--- config.mk ---
export PLATFORM = sky130hd
export DESIGN_NAME = rx_copy_engine
export DESIGN_NICKNAME = d
export VERILOG_FILES = /design/src/rtl/rxce_pkg.sv /design/src/rtl/rxce_len_sel.sv /design/src/rtl/rxce_done_pack.sv /design/src/rtl/rx_copy_engine.sv
export SDC_FILE = /design/constraint.sdc
export NUM_CORES = 1
export LEC_CHECK = 0
export CORE_MARGIN = 5
export CORE_UTILIZATION = 40
export CTS_CLUSTER_SIZE = 20
export DETAILED_ROUTE_END_ITERATION = 7
export DONT_BUFFER_PORTS = 1
export PLACE_DENSITY_LB_ADDON = 0.08
export SETUP_SLACK_MARGIN = 0.1
export SYNTH_ARGS = -nofsm -noshare
export SYNTH_HDL_FRONTEND = slang
export SYNTH_HIERARCHICAL = 1
export SYNTH_SLANG_ARGS = --single-unit
--- constraint.sdc ---
create_clock -name clk -period 7.7 [get_ports clk]
set_input_delay 0.385 -clock clk [delete_from_list [all_inputs] [get_ports clk]]
set_output_delay 0.385 -clock clk [all_outputs]
set_load 0.02 [all_outputs]
--- src/rtl/rxce_pkg.sv ---
package rxce_pkg;
  typedef enum logic [2:0] {
    ST_IDLE,
    ST_FIFO_WAIT,
    ST_BEGIN,
    ST_COPY,
    ST_DONE
  } rxce_state_e;

  localparam int FLAG_W       = 6;
  localparam int DESC_LEN_LSB = 40;
  localparam int DW_COMPLETE  = 63;
  localparam int DW_MORE      = 32;
  localparam int DW_FLAG_LSB  = 40;
  localparam int DW_CNT_LSB   = 20;
  localparam int DW_CNT_W     = 8;
  localparam int DW_LEN_W     = 20;
endpackage

--- src/rtl/rxce_len_sel.sv ---
module rxce_len_sel #(
  parameter int LEN_W = 20
) (
  input  logic [LEN_W-1:0] want_len,
  input  logic [LEN_W-1:0] cap_len,
  input  logic [LEN_W-1:0] left_len,
  output logic [LEN_W-1:0] sel_len
);
  logic [LEN_W-1:0] first_min;

  always_comb begin
    first_min = (want_len < cap_len) ? want_len : cap_len;
    sel_len   = (first_min < left_len) ? first_min : left_len;
  end
endmodule

--- src/rtl/rxce_done_pack.sv ---
module rxce_done_pack
  import rxce_pkg::*;
#(
  parameter int LEN_W = 20,
  parameter int CNT_W = 10
) (
  input  logic              more,
  input  logic [CNT_W-1:0]  cnt,
  input  logic [LEN_W-1:0]  len,
  input  logic [FLAG_W-1:0] flags,
  output logic [63:0]       word
);
  localparam int CNT_SAT = (1 << DW_CNT_W) - 1;

  logic [DW_CNT_W-1:0] cnt_field;

  generate
    if (CNT_W > DW_CNT_W) begin : g_sat
      assign cnt_field = (cnt > CNT_W'(CNT_SAT)) ? DW_CNT_W'(CNT_SAT) : cnt[DW_CNT_W-1:0];
    end else begin : g_ext
      assign cnt_field = DW_CNT_W'(cnt);
    end
  endgenerate

  always_comb begin
    word                          = '0;
    word[DW_COMPLETE]             = 1'b1;
    word[DW_MORE]                 = more;
    word[DW_FLAG_LSB +: FLAG_W]   = flags;
    word[DW_CNT_LSB +: DW_CNT_W]  = cnt_field;
    word[0 +: LEN_W]              = len;
  end
endmodule

--- src/rtl/rx_copy_engine.sv ---
module rx_copy_engine
  import rxce_pkg::*;
#(
  parameter int ADDR_W = 40,
  parameter int LEN_W  = 20,
  parameter int CNT_W  = 10
) (
  input  logic              clk,
  input  logic              rst_n,
  input  logic              cfg_rx_en,
  input  logic [LEN_W-1:0]  max_copy,
  input  logic              desc_wr,
  input  logic [63:0]       desc_wdata,
  output logic [63:0]       done_word,
  input  logic [CNT_W-1:0]  fifo_pkt_cnt,
  input  logic [LEN_W-1:0]  fifo_head_len,
  input  logic [FLAG_W-1:0] fifo_head_flags,
  output logic              fifo_pop,
  output logic              mem_req,
  output logic [ADDR_W-1:0] mem_addr,
  output logic [LEN_W-1:0]  mem_len,
  output logic [LEN_W-1:0]  mem_off,
  input  logic              mem_ack,
  output logic              irq_rx_data,
  output logic              irq_rx_done
);
  rxce_state_e state_q, state_nxt;

  logic              pending_q;
  logic [ADDR_W-1:0] d_addr_q;
  logic [LEN_W-1:0]  d_len_q;
  logic              in_prog_q;
  logic [LEN_W-1:0]  remain_q;
  logic [LEN_W-1:0]  next_off_q;
  logic [LEN_W-1:0]  cp_off_q;
  logic [LEN_W-1:0]  cp_len_q;
  logic [FLAG_W-1:0] flags_q;

  logic [LEN_W-1:0]  rem_src, off_src, sel_len;
  logic [63:0]       packed_word;
  logic              desc_take, begin_en, done_en, pkt_finished;
  logic [CNT_W-1:0]  cnt_after;
  logic              unused_desc;

  assign unused_desc  = ^desc_wdata;
  assign desc_take    = desc_wr && !pending_q;
  assign begin_en     = (state_q == ST_BEGIN);
  assign done_en      = (state_q == ST_DONE);
  assign pkt_finished = (remain_q == '0);
  assign rem_src      = in_prog_q ? remain_q : fifo_head_len;
  assign off_src      = in_prog_q ? next_off_q : '0;
  assign cnt_after    = fifo_pkt_cnt - CNT_W'(fifo_pop);

  rxce_len_sel #(.LEN_W(LEN_W)) u_len_sel (
    .want_len (d_len_q),
    .cap_len  (max_copy),
    .left_len (rem_src),
    .sel_len  (sel_len)
  );

  rxce_done_pack #(.LEN_W(LEN_W), .CNT_W(CNT_W)) u_done_pack (
    .more  (!pkt_finished),
    .cnt   (cnt_after),
    .len   (cp_len_q),
    .flags (flags_q),
    .word  (packed_word)
  );

  // next-state logic
  always_comb begin
    state_nxt = state_q;
    unique case (state_q)
      ST_IDLE: begin
        if (pending_q && cfg_rx_en) begin
          if (!in_prog_q && (fifo_pkt_cnt == '0)) state_nxt = ST_FIFO_WAIT;
          else                                    state_nxt = ST_BEGIN;
        end
      end
      ST_FIFO_WAIT: begin
        if (!cfg_rx_en)                 state_nxt = ST_IDLE;
        else if (fifo_pkt_cnt != '0)    state_nxt = ST_BEGIN;
      end
      ST_BEGIN: state_nxt = (sel_len == '0) ? ST_DONE : ST_COPY;
      ST_COPY:  if (mem_ack) state_nxt = ST_DONE;
      ST_DONE:  state_nxt = ST_IDLE;
      default:  state_nxt = ST_IDLE;
    endcase
  end

  always_ff @(posedge clk or negedge rst_n) begin
    if (!rst_n) state_q <= ST_IDLE;
    else        state_q <= state_nxt;
  end

  // descriptor slot and done word
  always_ff @(posedge clk or negedge rst_n) begin
    if (!rst_n) begin
      pending_q <= 1'b0;
      d_addr_q  <= '0;
      d_len_q   <= '0;
      done_word <= '0;
    end else if (desc_take) begin
      pending_q <= 1'b1;
      d_addr_q  <= desc_wdata[ADDR_W-1:0];
      d_len_q   <= desc_wdata[DESC_LEN_LSB +: LEN_W];
      done_word <= '0;
    end else if (done_en) begin
      pending_q <= 1'b0;
      done_word <= packed_word;
    end
  end

  // per-copy bookkeeping of the head packet
  always_ff @(posedge clk or negedge rst_n) begin
    if (!rst_n) begin
      in_prog_q  <= 1'b0;
      remain_q   <= '0;
      next_off_q <= '0;
      cp_off_q   <= '0;
      cp_len_q   <= '0;
      flags_q    <= '0;
    end else if (begin_en) begin
      cp_len_q   <= sel_len;
      cp_off_q   <= off_src;
      remain_q   <= rem_src - sel_len;
      next_off_q <= off_src + sel_len;
      if (!in_prog_q) flags_q <= fifo_head_flags;
    end else if (done_en) begin
      in_prog_q  <= !pkt_finished;
    end
  end

  assign mem_req     = (state_q == ST_COPY);
  assign mem_addr    = d_addr_q;
  assign mem_len     = cp_len_q;
  assign mem_off     = cp_off_q;
  assign irq_rx_data = done_en;
  assign irq_rx_done = done_en && pkt_finished;
  assign fifo_pop    = done_en && pkt_finished;

  p_req_hold_r5: assert property (@(posedge clk) disable iff (!rst_n)
    (mem_req && !mem_ack) |=> (mem_req && $stable(mem_addr) && $stable(mem_len) && $stable(mem_off)));

  p_req_nonzero_r7: assert property (@(posedge clk) disable iff (!rst_n)
    mem_req |-> (mem_len != '0));

  p_pop_nonempty_r6: assert property (@(posedge clk) disable iff (!rst_n)
    fifo_pop |-> (fifo_pkt_cnt != '0));

  p_data_pulse_r9: assert property (@(posedge clk) disable iff (!rst_n)
    irq_rx_data |=> !irq_rx_data);

  p_done_complete_r8: assert property (@(posedge clk) disable iff (!rst_n)
    irq_rx_data |=> done_word[DW_COMPLETE]);

  p_no_start_disabled_r3: assert property (@(posedge clk) disable iff (!rst_n)
    ((state_q == ST_IDLE) && !cfg_rx_en) |=> (state_q == ST_IDLE));

  p_take_clears_r2: assert property (@(posedge clk) disable iff (!rst_n)
    (desc_wr && !pending_q) |=> (done_word == '0));
endmodule

==> impl_metrics.yaml <==
run_status:
  status: "finished, final reports clean"
logic_synthesis:
  ys_ff_latch: 215
  synthTopCellsByArea: "dfrtp_1 40%, nand2_1 8.2%, ha_1 7.3%"
  yosys_warnings: 6
  async_flop_share: 1.00
  synth_edf_count: 0
  synth_top_flop_cell: "dfrtp_1"
  synth-seq-area-share: 0.400
  synth_area_leader_cell: "dfrtp_1"
  syn_avg_cell_area_um2: 9.06
  synth_top_cell_area_share: 0.400
  synth.distinct_cells: 83
  synthesis.area_mm2: 0.0134
  postSynthCellCount: 1484
floorplanning:
  die_h_um: 193
  rows: 67
  fp.dieArea_mm2: 0.0374
  fp.dieW_um: 193
  start_util: 0.403
  core_mm2: 0.0334
  ios: 273
clock_tree:
  cts_buffer_depth: 3
  cts_tree: "done"
  clk_latency_ns: 0.54
  cts_setup_buffers: 0
  clk_pin_slew_ns: 0.06
  cts_num_sinks: 215
  h-tree-depth: 1
  numCtsBuffers: 26
  cts-root-buf: "clkbuf_16"
place:
  postPlaceCellArea_mm2: 0.0134
  dp_hpwl_um: 27100
  gp_congestion: 0.895
  dp_cells: 1833
  post-place-ws_ns: 0.751
  io_buffer_count: 0
run:
  max_cap_violations: 0
drt:
  firstDrtPassIters: 5
  wl_per_cell_um: 19.3
  viasPerCell: 5.34
  vias: 10429
  drtAntennaViolNets: 0
  wirelength_um: 37600
  drt_iter0_markers: 566
  drc: 0
timing:
  drv_slew: 0
  relSlewSlack: 0.213
  setup_viol: 0
  rsz0062_at_grt: "false"
  clock.fmax_ghz: 0.142
  finalHoldViolations: 0
  layout_setup_ws_ns: 0.667
  fin_crit_ns: 7.03
  finalCritPeriodShare: 0.913
  finalSetupTns_ns: 0
  tightest_slew_ns: 1.18
  clock_skew_ns: 0.0109
worst_setup_path:
  r2r_slack_ns: 0.67
  start_kind: "flop"
  path_max_fanout: 38
  required_ns: 8.12
  worstPathArrival_ns: 7.45
  path_class: "reg2reg"
  critPathCaptureType: "flop"
grt:
  grt_remaining_overflow: 0
  grt_pass1_vias: 10081
  antenna_found_initial: 12
  grt_pass1_wl_um: 58700
  groute.usage.overall: 0.192
  grt_max_degree: 216
layout:
  finalNonFillerCells: 1952
  fill_cells: 3304
  fin_area_mm2: 0.0150
  layout-drive-gt1-share: 0.128
  layout.nets: 1687
  area_growth_pct: 11.7
worst_hold_path:
  hp-class: "in2reg"
==> cell type report <==
class | count | area (um^2) | share of cell area
Multi-Input combinational cell | 1081 | 7100 | 0.473
Sequential cell | 215 | 5380 | 0.358
Timing Repair Buffer | 83 | 813 | 0.0542
Clock buffer | 41 | 808 | 0.0538
Tap cell | 448 | 561 | 0.0373
Inverter | 75 | 282 | 0.0187
Clock inverter | 7 | 67.6 | 0.00450
Antenna cell | 2 | 5.00 | 0.000333
==> sequential cells by signal (all words and copies together), names as in the netlist <==
signal	count
d_len_q	20
done_word	64
flags_q	6
in_prog_q	1
mem_addr	40
mem_len	20
mem_off	20
next_off_q	20
pending_q	1
remain_q	20
state_q	3
==> what timing repair did <==
action,in CTS,in global routing
hold buffers,68,1
endpoints found under the setup margin,0,0
resized for setup,0,0
hold endpoints to repair,283,4
==> metrics by stage <==
| step | hold WS [ns] | util |
|---|---|---|
| 2_1_floorplan | 0.0894 | - |
| 3_3_place_gp | 0.0949 | 0.402 |
| 3_5_place_dp | 0.0952 | 0.402 |
| 4_1_cts | 0.00691 | 0.450 |
| 5_1_grt | 0.159 | 0.450 |
| 6_report | 0.142 | 0.450 |
==> layer usage <==
layer  global-route usage  up-vias  part of all wire  routed length (um)
met3               0.0583       53             0.077                2910
met2                0.301      275              0.45               16900
met1                0.268     4972              0.46               17100
li1                     -     5113                 -                   -
met5                    0        -            0.0026                  96
met4               0.0351       16             0.015                 546
==> placed cells by master (no fill, tap or decap), drive strengths merged, types with 41 or more instances in the layout <==
| master | netlist | final |
|---|---|---|
| ha | 78 | 78 |
| o21ai | 64 | 64 |
| nand2 | 296 | 296 |
| clkbuf | 63 | 41 |
| dfrtp | 215 | 215 |
| a21oi | 131 | 131 |
| mux2 | 83 | 83 |
| dlygate4sd3 | 0 | 68 |
| inv | 75 | 75 |
| nor2 | 49 | 49 |
==> cells by family after synthesis <==
logic type,share of synthesized area
buffers and inverters,0.0817
adder cells (fa/ha/maj),0.0756
XOR/XNOR,0.0143
multiplexers,0.0747
AND/OR/NAND/NOR,0.171
other,0.000559
flip-flops,0.400
AO/OA/AOI/OAI,0.182
==> cell usage after synthesis (29+ instances only) <==
cell,number
nand2_1,293
dfrtp_1,215
a21oi_1,129
mux2_2,83
ha_1,78
inv_1,74
clkbuf_1,63
buf_4,57
o21ai_0,56
nor2_1,49
a21o_1,35
a211oi_1,29
==> critical path: stages, from the launching register on <==
cell       delay (ns)
dfrtp_1          0.41
ha_1             0.34
nand4_2          0.17
nor4_4           0.30
and4_1           0.29
nand2_2          0.28
and2_4           0.37
a21o_1           0.22
ha_1             0.30
nand4_1          0.17
a2111oi_0        0.12
a2111oi_2        0.56
inv_2            0.06
a211oi_2         0.29
nand2_2          0.28
a22oi_2          0.55
inv_1            0.23
ha_1             0.32
nor2b_1          0.14
o31ai_1          0.49
a211oi_1         0.24
a211oi_1         0.43
mux2i_1          0.25
nand2_1          0.07
==> worst paths after layout <==
path / cells after the start / end / start
max reg2reg: 23 / remain_q[19] / d_len_q[15]
min reg2reg: 2 / next_off_q[6] / next_off_q[6]
min in group asynchronous: 2 / done_word[50] / rst_n
min: 4 / state_q[1] / cfg_rx_en
max in group asynchronous: 2 / next_off_q[17] / rst_n
max: 23 / remain_q[19] / d_len_q[15]
Power is left out: the tool's default activity adds up to more than one toggle a clock period on the data nets, which glitch-free logic cannot reach.
